$ cat config.mk
export PLATFORM = sky130hd
export DESIGN_NAME = dtx_xlate_top
export DESIGN_NICKNAME = d
export VERILOG_FILES = /design/src/rtl/dtx_pkg.sv /design/src/rtl/dtx_precheck.sv /design/src/rtl/dtx_permit.sv /design/src/rtl/dtx_finish.sv /design/src/rtl/dtx_counters.sv /design/src/rtl/dtx_xlate_top.sv
export SDC_FILE = /design/constraint.sdc
export NUM_CORES = 1
export LEC_CHECK = 0
export BUFFER_PORTS_ARGS = -buffer_cell sky130_fd_sc_hd__buf_2
export CAP_MARGIN = 20
export CORE_ASPECT_RATIO = 1.2
export CORE_MARGIN = 5
export CORE_UTILIZATION = 40
export CTS_CLUSTER_DIAMETER = 100
export DETAILED_ROUTE_END_ITERATION = 6
export GPL_ROUTABILITY_DRIVEN = 1
export GPL_TIMING_DRIVEN = 0
export PLACE_DENSITY = 0.7
export SYNTH_ARGS = -nofsm -noshare
export SYNTH_HDL_FRONTEND = slang
export SYNTH_SLANG_ARGS = --single-unit
$ cat constraint.sdc
create_clock -name clk -period 3.7 [get_ports clk]
set_clock_uncertainty 0.05 [all_clocks]
set_input_delay 0.185 -clock clk [delete_from_list [all_inputs] [get_ports clk]]
set_output_delay 0.185 -clock clk [all_outputs]
set_load 0.02 [all_outputs]
$ cat src/rtl/dtx_pkg.sv
package dtx_pkg;
    localparam int NMODE = 4;
    localparam int ST_W  = 6;
    localparam int ST_WR    = 0;
    localparam int ST_ACV   = 1;
    localparam int ST_FRD   = 2;
    localparam int ST_FWR   = 3;
    localparam int ST_MISS  = 4;
    localparam int ST_BADVA = 5;

    typedef enum logic [2:0] {
        FLT_NONE  = 3'd0,
        FLT_ALIGN = 3'd1,
        FLT_PAGE  = 3'd2,
        FLT_ACV   = 3'd3,
        FLT_MISS  = 3'd4,
        FLT_DMISS = 3'd5,
        FLT_MCHK  = 3'd6
    } fault_e;

    typedef enum logic [1:0] {
        S_IDLE   = 2'd0,
        S_LOOKUP = 2'd1,
        S_RESP   = 2'd2
    } state_e;

    localparam logic [1:0] MODE_KERNEL = 2'd0;
endpackage

$ cat src/rtl/dtx_precheck.sv
module dtx_precheck
    import dtx_pkg::*;
#(
    parameter int VA_W      = 64,
    parameter int VA_IMPL   = 48,
    parameter int PA_W      = 44,
    parameter int SP_HI     = 47,
    parameter int SP_LO     = 41,
    parameter logic [SP_HI-SP_LO:0] SP_TAG = 'h7E,
    parameter int SP_EXT_BIT = 40
) (
    input  logic [VA_W-1:0] vaddr,
    input  logic [3:0]      size,
    input  logic            is_write,
    input  logic            phys,
    input  logic [1:0]      cur_mode,
    output logic            need_lookup,
    output fault_e          fault,
    output logic [ST_W-1:0] status,
    output logic [VA_W-1:0] raw
);
    localparam logic [VA_W-1:0] PA_MASK  = {VA_W{1'b1}} >> (VA_W - PA_W);
    localparam logic [VA_W-1:0] LOW_MASK = {VA_W{1'b1}} >> (VA_W - SP_EXT_BIT);
    localparam logic [VA_W-1:0] HI_FILL  = PA_MASK & ~LOW_MASK;

    logic                     misaligned;
    logic                     canonical;
    logic                     superpage;
    logic [VA_W-VA_IMPL:0]    upper;
    logic [VA_W-1:0]          sp_base;
    logic [VA_W-1:0]          sp_raw;

    assign misaligned = |(vaddr[3:0] & (size - 4'd1));
    assign upper      = vaddr[VA_W-1:VA_IMPL-1];
    assign canonical  = (&upper) | ~(|upper);
    assign superpage  = (vaddr[SP_HI:SP_LO] == SP_TAG);
    assign sp_base    = vaddr & PA_MASK;
    assign sp_raw     = sp_base[SP_EXT_BIT] ? (sp_base | HI_FILL) : (sp_base & LOW_MASK);

    always_comb begin
        need_lookup = 1'b0;
        fault       = FLT_NONE;
        status      = '0;
        raw         = vaddr;
        if (misaligned) begin
            fault          = FLT_ALIGN;
            status[ST_WR]  = is_write;
        end else if (phys) begin
            raw = vaddr;
        end else if (!canonical) begin
            fault            = FLT_PAGE;
            status[ST_WR]    = is_write;
            status[ST_ACV]   = 1'b1;
            status[ST_BADVA] = 1'b1;
        end else if (superpage) begin
            if (cur_mode != MODE_KERNEL) begin
                fault          = FLT_ACV;
                status[ST_WR]  = is_write;
                status[ST_ACV] = 1'b1;
            end else begin
                raw = sp_raw;
            end
        end else begin
            need_lookup = 1'b1;
        end
    end
endmodule

$ cat src/rtl/dtx_permit.sv
module dtx_permit
    import dtx_pkg::*;
#(
    parameter int VA_W       = 64,
    parameter int PAGE_SHIFT = 13,
    parameter int PPN_W      = 32
) (
    input  logic                  is_write,
    input  logic                  ptefetch,
    input  logic [1:0]            mode,
    input  logic [PAGE_SHIFT-1:0] offset,
    input  logic                  hit,
    input  logic [PPN_W-1:0]      ppn,
    input  logic [NMODE-1:0]      rd_en,
    input  logic [NMODE-1:0]      wr_en,
    input  logic                  f_rd,
    input  logic                  f_wr,
    output fault_e                fault,
    output logic [ST_W-1:0]       status,
    output logic [VA_W-1:0]       raw,
    output logic                  ev_miss,
    output logic                  ev_viol
);
    assign raw = (VA_W'(ppn) << PAGE_SHIFT) + VA_W'(offset);

    always_comb begin
        fault   = FLT_NONE;
        status  = '0;
        ev_miss = 1'b0;
        ev_viol = 1'b0;
        if (!hit) begin
            ev_miss         = 1'b1;
            fault           = ptefetch ? FLT_DMISS : FLT_MISS;
            status[ST_WR]   = is_write;
            status[ST_MISS] = 1'b1;
        end else if (is_write) begin
            if (!wr_en[mode]) begin
                ev_viol        = 1'b1;
                fault          = FLT_PAGE;
                status[ST_WR]  = 1'b1;
                status[ST_ACV] = 1'b1;
                status[ST_FWR] = f_wr;
            end else if (f_wr) begin
                ev_viol        = 1'b1;
                fault          = FLT_PAGE;
                status[ST_WR]  = 1'b1;
                status[ST_FWR] = 1'b1;
            end
        end else begin
            if (!rd_en[mode]) begin
                ev_viol        = 1'b1;
                fault          = FLT_ACV;
                status[ST_ACV] = 1'b1;
                status[ST_FRD] = f_rd;
            end else if (f_rd) begin
                ev_viol        = 1'b1;
                fault          = FLT_PAGE;
                status[ST_FRD] = 1'b1;
            end
        end
    end
endmodule

$ cat src/rtl/dtx_finish.sv
module dtx_finish
    import dtx_pkg::*;
#(
    parameter int VA_W      = 64,
    parameter int PA_W      = 44,
    parameter int UC_BIT    = 43,
    parameter int UC_CLR_HI = 42,
    parameter int UC_CLR_LO = 35
) (
    input  fault_e           fault_in,
    input  logic [ST_W-1:0]  status_in,
    input  logic [VA_W-1:0]  raw,
    output fault_e           fault,
    output logic [ST_W-1:0]  status,
    output logic [PA_W-1:0]  paddr,
    output logic             uncache
);
    localparam logic [VA_W-1:0] PA_MASK = {VA_W{1'b1}} >> (VA_W - PA_W);
    localparam logic [VA_W-1:0] UC_CLR  = ({VA_W{1'b1}} >> (VA_W - (UC_CLR_HI + 1)))
                                        & ~({VA_W{1'b1}} >> (VA_W - UC_CLR_LO));

    always_comb begin
        fault   = fault_in;
        status  = status_in;
        paddr   = '0;
        uncache = 1'b0;
        if (fault_in == FLT_NONE) begin
            if (|(raw & ~PA_MASK)) begin
                fault  = FLT_MCHK;
                status = '0;
            end else if (raw[UC_BIT]) begin
                uncache = 1'b1;
                paddr   = PA_W'(raw & ~UC_CLR);
            end else begin
                paddr = PA_W'(raw);
            end
        end
    end
endmodule

$ cat src/rtl/dtx_counters.sv
module dtx_counters #(
    parameter int N     = 6,
    parameter int CNT_W = 32
) (
    input  logic             clk,
    input  logic             rst_n,
    input  logic [N-1:0]     inc,
    output logic [CNT_W-1:0] cnt [N]
);
    for (genvar g = 0; g < N; g++) begin : g_cnt
        always_ff @(posedge clk) begin
            if (!rst_n) cnt[g] <= '0;
            else if (inc[g]) cnt[g] <= cnt[g] + 1'b1;
        end

        a_r13_hold_when_idle: assert property (@(posedge clk) disable iff (!rst_n)
            !inc[g] |=> $stable(cnt[g]));
    end

    a_r13_one_event: assert property (@(posedge clk) disable iff (!rst_n)
        $onehot0(inc));
endmodule

$ cat src/rtl/dtx_xlate_top.sv
module dtx_xlate_top
    import dtx_pkg::*;
#(
    parameter int VA_W       = 64,
    parameter int VA_IMPL    = 48,
    parameter int PA_W       = 44,
    parameter int PAGE_SHIFT = 13,
    parameter int PPN_W      = 32,
    parameter int ASN_W      = 8,
    parameter int CNT_W      = 32,
    parameter int UC_BIT     = 43,
    parameter int UC_CLR_HI  = 42,
    parameter int UC_CLR_LO  = 35
) (
    input  logic                          clk,
    input  logic                          rst_n,
    input  logic                          req_valid,
    output logic                          req_ready,
    input  logic [VA_W-1:0]               req_vaddr,
    input  logic [3:0]                    req_size,
    input  logic                          req_write,
    input  logic                          req_phys,
    input  logic                          req_alt,
    input  logic                          req_ptefetch,
    input  logic                          req_pc_tag,
    input  logic [1:0]                    req_cur_mode,
    input  logic [1:0]                    req_alt_mode,
    input  logic [ASN_W-1:0]              req_asn,
    output logic                          tlb_req,
    output logic [VA_IMPL-PAGE_SHIFT-1:0] tlb_vpn,
    output logic [ASN_W-1:0]              tlb_asn,
    input  logic                          tlb_rsp_valid,
    input  logic                          tlb_hit,
    input  logic [PPN_W-1:0]              tlb_ppn,
    input  logic [3:0]                    tlb_rd_en,
    input  logic [3:0]                    tlb_wr_en,
    input  logic                          tlb_fault_rd,
    input  logic                          tlb_fault_wr,
    output logic                          rsp_valid,
    output logic [2:0]                    rsp_fault,
    output logic [5:0]                    rsp_status,
    output logic [PA_W-1:0]               rsp_paddr,
    output logic                          rsp_uncache,
    output logic [CNT_W-1:0]              cnt_rd_hit,
    output logic [CNT_W-1:0]              cnt_rd_miss,
    output logic [CNT_W-1:0]              cnt_rd_viol,
    output logic [CNT_W-1:0]              cnt_wr_hit,
    output logic [CNT_W-1:0]              cnt_wr_miss,
    output logic [CNT_W-1:0]              cnt_wr_viol
);
    localparam int NCNT = 6;

    state_e st, st_nx;

    logic [VA_IMPL-1:0] cap_va;
    logic               cap_wr, cap_pte;
    logic [1:0]         cap_mode;
    logic [ASN_W-1:0]   cap_asn;
    logic [1:0]         eff_mode;
    logic               accept, lk_done, load_res;

    logic            pre_lookup;
    fault_e          pre_fault, pm_fault, mux_fault, fin_fault, rsp_fault_q;
    logic [ST_W-1:0] pre_status, pm_status, mux_status, fin_status;
    logic [VA_W-1:0] pre_raw, pm_raw, mux_raw;
    logic            pm_miss, pm_viol;
    logic [PA_W-1:0] fin_paddr;
    logic            fin_uc;
    logic [NCNT-1:0]  cnt_inc;
    logic [CNT_W-1:0] cnt_q [NCNT];

    assign accept  = req_valid && (st == S_IDLE);
    assign lk_done = (st == S_LOOKUP) && tlb_rsp_valid;

    // privileged code runs in kernel mode unless it asks for the alternate mode
    assign eff_mode = req_pc_tag ? (req_alt ? req_alt_mode : MODE_KERNEL) : req_cur_mode;

    dtx_precheck #(.VA_W(VA_W), .VA_IMPL(VA_IMPL), .PA_W(PA_W)) u_pre (
        .vaddr(req_vaddr), .size(req_size), .is_write(req_write), .phys(req_phys),
        .cur_mode(req_cur_mode), .need_lookup(pre_lookup), .fault(pre_fault),
        .status(pre_status), .raw(pre_raw)
    );

    dtx_permit #(.VA_W(VA_W), .PAGE_SHIFT(PAGE_SHIFT), .PPN_W(PPN_W)) u_perm (
        .is_write(cap_wr), .ptefetch(cap_pte), .mode(cap_mode),
        .offset(cap_va[PAGE_SHIFT-1:0]), .hit(tlb_hit), .ppn(tlb_ppn),
        .rd_en(tlb_rd_en), .wr_en(tlb_wr_en), .f_rd(tlb_fault_rd), .f_wr(tlb_fault_wr),
        .fault(pm_fault), .status(pm_status), .raw(pm_raw),
        .ev_miss(pm_miss), .ev_viol(pm_viol)
    );

    assign mux_fault  = (st == S_LOOKUP) ? pm_fault  : pre_fault;
    assign mux_status = (st == S_LOOKUP) ? pm_status : pre_status;
    assign mux_raw    = (st == S_LOOKUP) ? pm_raw    : pre_raw;

    dtx_finish #(.VA_W(VA_W), .PA_W(PA_W), .UC_BIT(UC_BIT),
                 .UC_CLR_HI(UC_CLR_HI), .UC_CLR_LO(UC_CLR_LO)) u_fin (
        .fault_in(mux_fault), .status_in(mux_status), .raw(mux_raw),
        .fault(fin_fault), .status(fin_status), .paddr(fin_paddr), .uncache(fin_uc)
    );

    // counter slots: 0 rd hit, 1 rd miss, 2 rd viol, 3 wr hit, 4 wr miss, 5 wr viol
    assign cnt_inc[0] = lk_done && !cap_wr && !pm_miss && !pm_viol;
    assign cnt_inc[1] = lk_done && !cap_wr && pm_miss;
    assign cnt_inc[2] = lk_done && !cap_wr && pm_viol;
    assign cnt_inc[3] = lk_done &&  cap_wr && !pm_miss && !pm_viol;
    assign cnt_inc[4] = lk_done &&  cap_wr && pm_miss;
    assign cnt_inc[5] = lk_done &&  cap_wr && pm_viol;

    dtx_counters #(.N(NCNT), .CNT_W(CNT_W)) u_cnt (
        .clk(clk), .rst_n(rst_n), .inc(cnt_inc), .cnt(cnt_q)
    );

    assign cnt_rd_hit  = cnt_q[0];
    assign cnt_rd_miss = cnt_q[1];
    assign cnt_rd_viol = cnt_q[2];
    assign cnt_wr_hit  = cnt_q[3];
    assign cnt_wr_miss = cnt_q[4];
    assign cnt_wr_viol = cnt_q[5];

    always_comb begin
        st_nx = st;
        unique case (st)
            S_IDLE:   if (accept) st_nx = pre_lookup ? S_LOOKUP : S_RESP;
            S_LOOKUP: if (tlb_rsp_valid) st_nx = S_RESP;
            S_RESP:   st_nx = S_IDLE;
            default:  st_nx = S_IDLE;
        endcase
    end

    always_ff @(posedge clk) begin
        if (!rst_n) st <= S_IDLE;
        else        st <= st_nx;
    end

    assign load_res = (accept && !pre_lookup) || lk_done;

    always_ff @(posedge clk) begin
        if (!rst_n) begin
            cap_va      <= '0;
            cap_wr      <= 1'b0;
            cap_pte     <= 1'b0;
            cap_mode    <= MODE_KERNEL;
            cap_asn     <= '0;
            rsp_fault_q <= FLT_NONE;
            rsp_status  <= '0;
            rsp_paddr   <= '0;
            rsp_uncache <= 1'b0;
        end else begin
            if (accept) begin
                cap_va   <= req_vaddr[VA_IMPL-1:0];
                cap_wr   <= req_write;
                cap_pte  <= req_ptefetch;
                cap_mode <= eff_mode;
                cap_asn  <= req_asn;
            end
            if (load_res) begin
                rsp_fault_q <= fin_fault;
                rsp_status  <= fin_status;
                rsp_paddr   <= fin_paddr;
                rsp_uncache <= fin_uc;
            end
        end
    end

    assign req_ready = (st == S_IDLE);
    assign tlb_req   = (st == S_LOOKUP);
    assign tlb_vpn   = cap_va[VA_IMPL-1:PAGE_SHIFT];
    assign tlb_asn   = cap_asn;
    assign rsp_valid = (st == S_RESP);
    assign rsp_fault = rsp_fault_q;

    a_r14_single_pulse: assert property (@(posedge clk) disable iff (!rst_n)
        rsp_valid |=> !rsp_valid);
    a_r14_busy_not_ready: assert property (@(posedge clk) disable iff (!rst_n)
        (tlb_req || rsp_valid) |-> !req_ready);
    a_r6_lookup_held: assert property (@(posedge clk) disable iff (!rst_n)
        (tlb_req && !tlb_rsp_valid) |=> tlb_req && $stable(tlb_vpn) && $stable(tlb_asn));
    a_r1_align_wr_only: assert property (@(posedge clk) disable iff (!rst_n)
        (rsp_valid && rsp_fault == FLT_ALIGN) |-> rsp_status[ST_W-1:1] == '0);
    a_r6_miss_flagged: assert property (@(posedge clk) disable iff (!rst_n)
        (rsp_valid && (rsp_fault == FLT_MISS || rsp_fault == FLT_DMISS)) |-> rsp_status[ST_MISS]);
    a_r11_mchk_clean: assert property (@(posedge clk) disable iff (!rst_n)
        (rsp_valid && rsp_fault == FLT_MCHK) |-> (rsp_status == '0 && !rsp_uncache));
    a_r12_uc_shape: assert property (@(posedge clk) disable iff (!rst_n)
        (rsp_valid && rsp_uncache) |->
            (rsp_paddr[UC_BIT] && rsp_paddr[UC_CLR_HI:UC_CLR_LO] == '0 && rsp_fault == FLT_NONE));
endmodule

* Word-level counts from Yosys, hierarchy flattened
Index checks and enable logic that the tools add are counted.
Cells by class: reduce and logical (&&, ||, !) cells 25, equal/unequal tests 5, magnitude comparators 1, bitwise operators 3, $add $sub $neg 8, multiplexer cells 71
Operators with widths (count):
- 64-bit 2-to-1 mux | 6
- 32-bit by 1-bit adder with 32-bit output, second input constant | 6
- 44-bit 2-to-1 mux | 4
- 45-bit by 13-bit adder with 46-bit output | 1
- 3-bit 2-to-1 mux | 12
- 1-bit 2-to-1 mux | 31
- 2-bit 2-to-1 mux | 12
- 20-bit OR reduction | 1
- 6-bit 2-to-1 mux | 3
- 17-bit AND reduction | 1
- 17-bit OR reduction | 1
- 1-bit logical AND | 13
- 7-bit equality test, second input constant | 1
- 4-bit bitwise AND | 1
- 1-bit binary-select mux with 2-bit select | 2
- 2-bit by 1-bit != test with 1-bit output, second input constant | 2
- 2-bit one-hot mux with 2 select lines | 1
- 4-bit OR reduction | 1
- 4-bit by 1-bit subtractor with 4-bit output, second input constant | 1
- 1-bit zero test | 3
- 3-bit zero test | 1
- 2-bit by 3-bit less-than comparator with 1-bit output, second input constant | 1
- 2-bit by 1-bit equality test with 1-bit output, second input constant | 1
- 2-bit equality test, second input constant | 1
- 6 further kinds | 6
Storage, ports and cells: output and inout bits 292, logic and storage cells 129, register bits after elaboration 308, bits of input ports 132

* Depth between registers and ports, before layout
depth in word-level cells 10, mapped depth 10, gate-level depth less buffers 8

* Cells and area by module
From an unflattened synthesis, not the netlist that was laid out.
Second synthesis, totals: cell total of the unflattened synthesis 2035, area total of the unflattened synthesis 17386.7 sq um
Modules (own cells, without submodules):
- dtx_counters | seq. area each 3843.7 sq um, instances 1, area an instance 8966.1 sq um, cells an instance 1051
- dtx_xlate_top | seq. area each 2322.2 sq um, instances 1, area an instance 5859.4 sq um, cells an instance 634
- dtx_finish | seq. area each 0.0 sq um, instances 1, area an instance 1016.0 sq um, cells an instance 144
- dtx_precheck | seq. area each 0.0 sq um, instances 1, area an instance 834.6 sq um, cells an instance 111
- dtx_permit | seq. area each 0.0 sq um, instances 1, area an instance 710.7 sq um, cells an instance 95

* Least setup slack after synthesis
OpenSTA, ideal clock, no wires.
path kind register -> register, start point register cap_mode[0], end point register u_cnt.cnt[27] (netlist bit), cell stages (with the launch flop) 11, buffers on the path 3, setup time 0.119 ns, period minus slack after synthesis 2.445 ns, data arrival time 2.276 ns, slack 1.255 ns, data required time 3.531 ns, path through dfxtp_1 buf_6 mux4_2 a211oi_4 and2_1 and3_1 buf_4 and3_1 buf_4 nand4_1 mux2i_1
On the way: word-level cells in the longest chain between the ends 6, elaborated cells on any way between the ends 9, classes of those cells mux: 8; reduce/logical: 1
Ends and longest elaborated chain:
- from (decl) | RTL line dtx_xlate_top.sv:57 | logic [1:0] cap_mode;
- from (signal assigned) | RTL line dtx_xlate_top.sv:154 | cap_mode <= eff_mode;
- 1-bit binary-select mux with 2-bit select (on tied branches) | RTL line dtx_permit.sv:50, dtx_permit.sv:37
- 1-bit 2-to-1 mux (on tied branches) (2 in series) | RTL line dtx_permit.sv:50, dtx_permit.sv:37
- 1-bit 2-to-1 mux (*) | RTL line dtx_permit.sv:36 | end else if (is_write) begin
- 1-bit 2-to-1 mux (*) | RTL line dtx_permit.sv:31 | if (!hit) begin
- 1-bit logical AND (*) | RTL line dtx_xlate_top.sv:108 | assign cnt_inc[5] = lk_done && cap_wr && pm_viol;
- to (signal, indexed assignment) | RTL line dtx_counters.sv:13 | else if (inc[g]) cnt[g] <= cnt[g] + 1'b1;
- to (decl) | RTL line dtx_counters.sv:8 | output logic [CNT_W-1:0] cnt [N]
Every way passes the cells marked *; elsewhere a longest branch is shown, timed or not. The select of a mux whose other input is x is not followed. A chain may end at the register's enable or synchronous reset.

* Worst setup path in the final report
start point input port req_vaddr[47], end point register rsp_paddr[41]
On the way: word-level cells in the longest chain between the ends 10, elaborated cells on any way between the ends 28, classes of those cells eq/ne: 1; mux: 18; bitwise: 2; reduce/logical: 7
Ends and longest elaborated chain:
- from (decl) | RTL line dtx_xlate_top.sv:19 | input logic [VA_W-1:0] req_vaddr,
- 17-bit OR reduction | RTL line dtx_precheck.sv:35 | assign canonical = (&upper) | ~(|upper);
- 1-bit NOT | RTL line dtx_precheck.sv:35
- 1-bit bitwise OR | RTL line dtx_precheck.sv:35
- 64-bit 2-to-1 mux | RTL line dtx_precheck.sv:50 | end else if (!canonical) begin
- 64-bit 2-to-1 mux | RTL line dtx_precheck.sv:48 | end else if (phys) begin
- 64-bit 2-to-1 mux | RTL line dtx_precheck.sv:45 | if (misaligned) begin
- 64-bit 2-to-1 mux | RTL line dtx_xlate_top.sv:94 | assign mux_raw = (st == S_LOOKUP) ? pm_raw : pre_raw;
- 20-bit OR reduction or 44-bit 2-to-1 mux (tied branches) | RTL line dtx_finish.sv:28, dtx_finish.sv:31
- 44-bit 2-to-1 mux | RTL line dtx_finish.sv:28 | if (|(raw & ~PA_MASK)) begin
- 44-bit 2-to-1 mux | RTL line dtx_finish.sv:27 | if (fault_in == FLT_NONE) begin
- to (signal assigned) | RTL line dtx_xlate_top.sv:160 | rsp_paddr <= fin_paddr;
- to (decl) | RTL line dtx_xlate_top.sv:42 | output logic [PA_W-1:0] rsp_paddr,
Parallel ways exist; a longest one is shown, timed or not.

==> metrics.md <==
| Metric | Value |
|---|---|
| Status | `complete, no violations` |
| Top area cells in the synthesized netlist | `dfxtp_1 (45%), nand2_1 (7.4%), mux2i_1 (5.0%), nor2_1 (4.6%), xor2_1 (4.4%)` |
| Initial antenna violation count | `6` |
| Total track usage | `24.41%` |
| Synth Instances | `1616` |
| Peak VDD IR | `0.3291 mV` |
| H-tree depth | `2` |
| Hold WC Path Type | `input pin to flip-flop` |
| Commonest non-fill, non-tap cells in the layout | `buf_2 (427), dfxtp_1 (307), nand2_1 (266)` |
| DR pass1 iterations | `5` |
| Number of synthesized register bits | `307` |
| Pleak | `8.012 nW` |
| Synth warn | `0` |
| Area delta synth->final | `35.73%` |
| Data required, critical path | `4110 ps` |
| Worst Path Arrival | `3910 ps` |
| Pint | `5.666 mW` |
| 1st-iter DRT viols | `695` |
| Vias in the first global route | `13500` |
| Largest net degree at the start of global routing | `14` |
| CORE AREA | `0.03334 mm^2` |
| Max Cap Viol | `0` |
| Clock Latency Late Sink | `520 ps` |
| Distinct cells, synth | `56` |
| Worst Path Max Fanout | `10` |
| GRT overflow | `0` |
| Post-Syn Area per Cell | `8.381 um^2` |
| Seq pwr share | `45.5%` |
| Logic pwr share | `7.9%` |
| Clk pwr share | `46.6%` |
| Post_cts resized | `0` |
| Synth area leader | `dfxtp_1` |
| Maximum buffer depth of the clock tree | `3` |
| Top_reg_cell synth | `dfxtp_1` |
| Share of layout cells above drive strength 1 | `24.25%` |
| Port Buffer Count | `421` |
| IO Count | `424` |
| Most common cell after layout, fill and taps aside | `buf_2` |
| WL final | `48.03 mm` |
| Synth top area share | `45.38%` |
| Placer Congestion | `0.9248` |
| Hold-fix buffers at CTS | `102` |
| CP endpoint kind | `flip-flop` |
| Final period utilization | `94.79%` |
| Switch share | `23.60%` |
| Die area | `0.03765 mm^2` |
| Die W | `178.0 um` |
| Final hold slack | `25.11 ps` |
| Avg WL per Cell | `18.09 um` |
| Final nets | `2315` |
| Clock root buffer | `clkbuf_16` |
| Total CTS buffers | `35` |
| CTS tree | `done` |
| Synthesized area | `0.01354 mm^2` |
| Slew Viols, Final | `0` |
| Drt drc | `0` |
| Pwr Density | `403.4 mW/mm^2` |
| Register area share after synthesis | `45.38%` |
| Setup Fix Bufs, Post-CTS | `0` |
| Post-route ant nets | `0` |
| Hpwl dp | `35.70 mm` |
| Starting Density | `40.62%` |
| Fmax | `285.1 MHz` |
| Slew @ Worst Pin | `922.4 ps` |
| Clk slew on worst S/H paths | `60 ps` |
| CP startpoint kind | `input pin` |
| Fillers | `2986` |
| Via/cell ratio | `5.124` |
| Endpoints failing setup | `0` |
| Cell row count | `73` |
| Final hold violations | `0` |
| Syn Nets | `1755` |
| Layout Cells excl Fill | `2655` |
| Asr flop ratio synth | `0%` |
| Post-synth EDFFs | `0` |
| Slew Limit Headroom | `38.50%` |
| DR vias | `13600` |
| CTS sink cnt | `307` |
| Placed instance count | `2487` |
| RSZ-0062 raised after global routing | `no` |
| Setup tns final | `0 ps` |
| Die Y | `211.6 um` |
| Type of the worst setup path | `input pin to flip-flop` |
| Minimum clock period | `3507 ps` |
| Net Sw Power | `1.750 mW` |
| First-pass GRT wire length | `73.42 mm` |
cell usage after synthesis (all sizes together) (13+ instances only):
library cell,instances
nand2b,19
and3,31
buf,56
nor4,15
or3,40
and4,13
xor2,68
nand4,48
nor2,165
nor3,26
nand3,58
dfxtp,307
clkbuf,51
o21ai,88
a21oi,110
mux2i,68
and2,26
nand2,266
xnor2,63
inv,34
routing by layer:
metal  vias up  global-route usage, %  wire length (um)
met2       527                  43.28             23760
li1       6590                      -                 -
met5         -                      0                 0
met1      6380                  27.44             18330
met3       107                  6.483              3901
met4         0                  10.57              2036
power groups by stage:
stage                     clock network (mW)  logic (mW)  registers, mW
final                                   3.46       0.586           3.37
after global routing                    3.65       0.635           3.38
after CTS                               3.53       0.580           3.37
after detailed placement                   0       0.495           3.45
after global placement                     0       0.489           3.44
after floorplan                            0       0.255           3.45
cell type report:
type,instances,area [um^2],share of cell area (%)
tap,450,563.0,3.063
multi-input combinational,1167,6676,36.32
clock buffer,51,1028,5.595
sequential,307,6146,33.44
timing repair buffer,523,3128,17.02
clock inverter,8,101.3,0.5514
inverter,35,131.4,0.7147
buffer,107,589.3,3.206
antenna,7,17.52,0.09530
worst max-delay path: stages:
cell and delay, ps:
dlygate4sd3_1 540, buf_2 170, nor4_1 340, nand4_1 170, or4_4 490, a2111o_1 480
a211oi_4 590, buf_6 230, nand2_1 70, o31ai_1 70, dlygate4sd3_1 580
through the flow:
stage               area, um^2  power, mW  setup WS (ps)  util, %
finish                   18380      7.416          192.7    55.14
global route             18380      7.662          72.77    55.13
CTS                      18360      7.481          310.7    55.08
detailed placement       16210      3.942          707.4    48.63
global placement         16210      3.934          764.1    48.63
floorplan                13540      3.709           1255        -
cells by family after synthesis:
group                    share of synthesized area (%)
AND/OR/NAND/NOR                                  25.95
flip-flops                                       45.38
AO/OA/AOI/OAI                                    8.869
buffers and inverters                            5.321
XOR/XNOR                                         8.472
multiplexers                                     5.358
adder cells (fa/ha/maj)                         0.6467
sequential cells by signal, indices dropped and copies added, names as in the netlist:
register    count
u_cnt.cnt     192
cap_va         48
rsp_paddr      44
tlb_asn         8
rsp_status      6
rsp_fault       3
cap_mode        2
st              2
cap_pte         1
cap_wr          1
path summary, 6_finish.rpt:
check,slack (ps),start,depth (start not counted),end
setup / recovery,190,req_vaddr[47],11,rsp_paddr[41]$_SDFFE_PN0P_
hold / removal,30,tlb_rsp_valid,3,st[0]$_SDFFE_PN0P_
setup reg to reg,290,st[1]$_SDFFE_PN0P_,8,rsp_paddr[25]$_SDFFE_PN0P_
hold reg to reg,400,tlb_asn[7]$_SDFFE_PN0P_,2,tlb_asn[7]$_SDFFE_PN0P_
No activity file was read; power rests on OpenSTA's default activity.
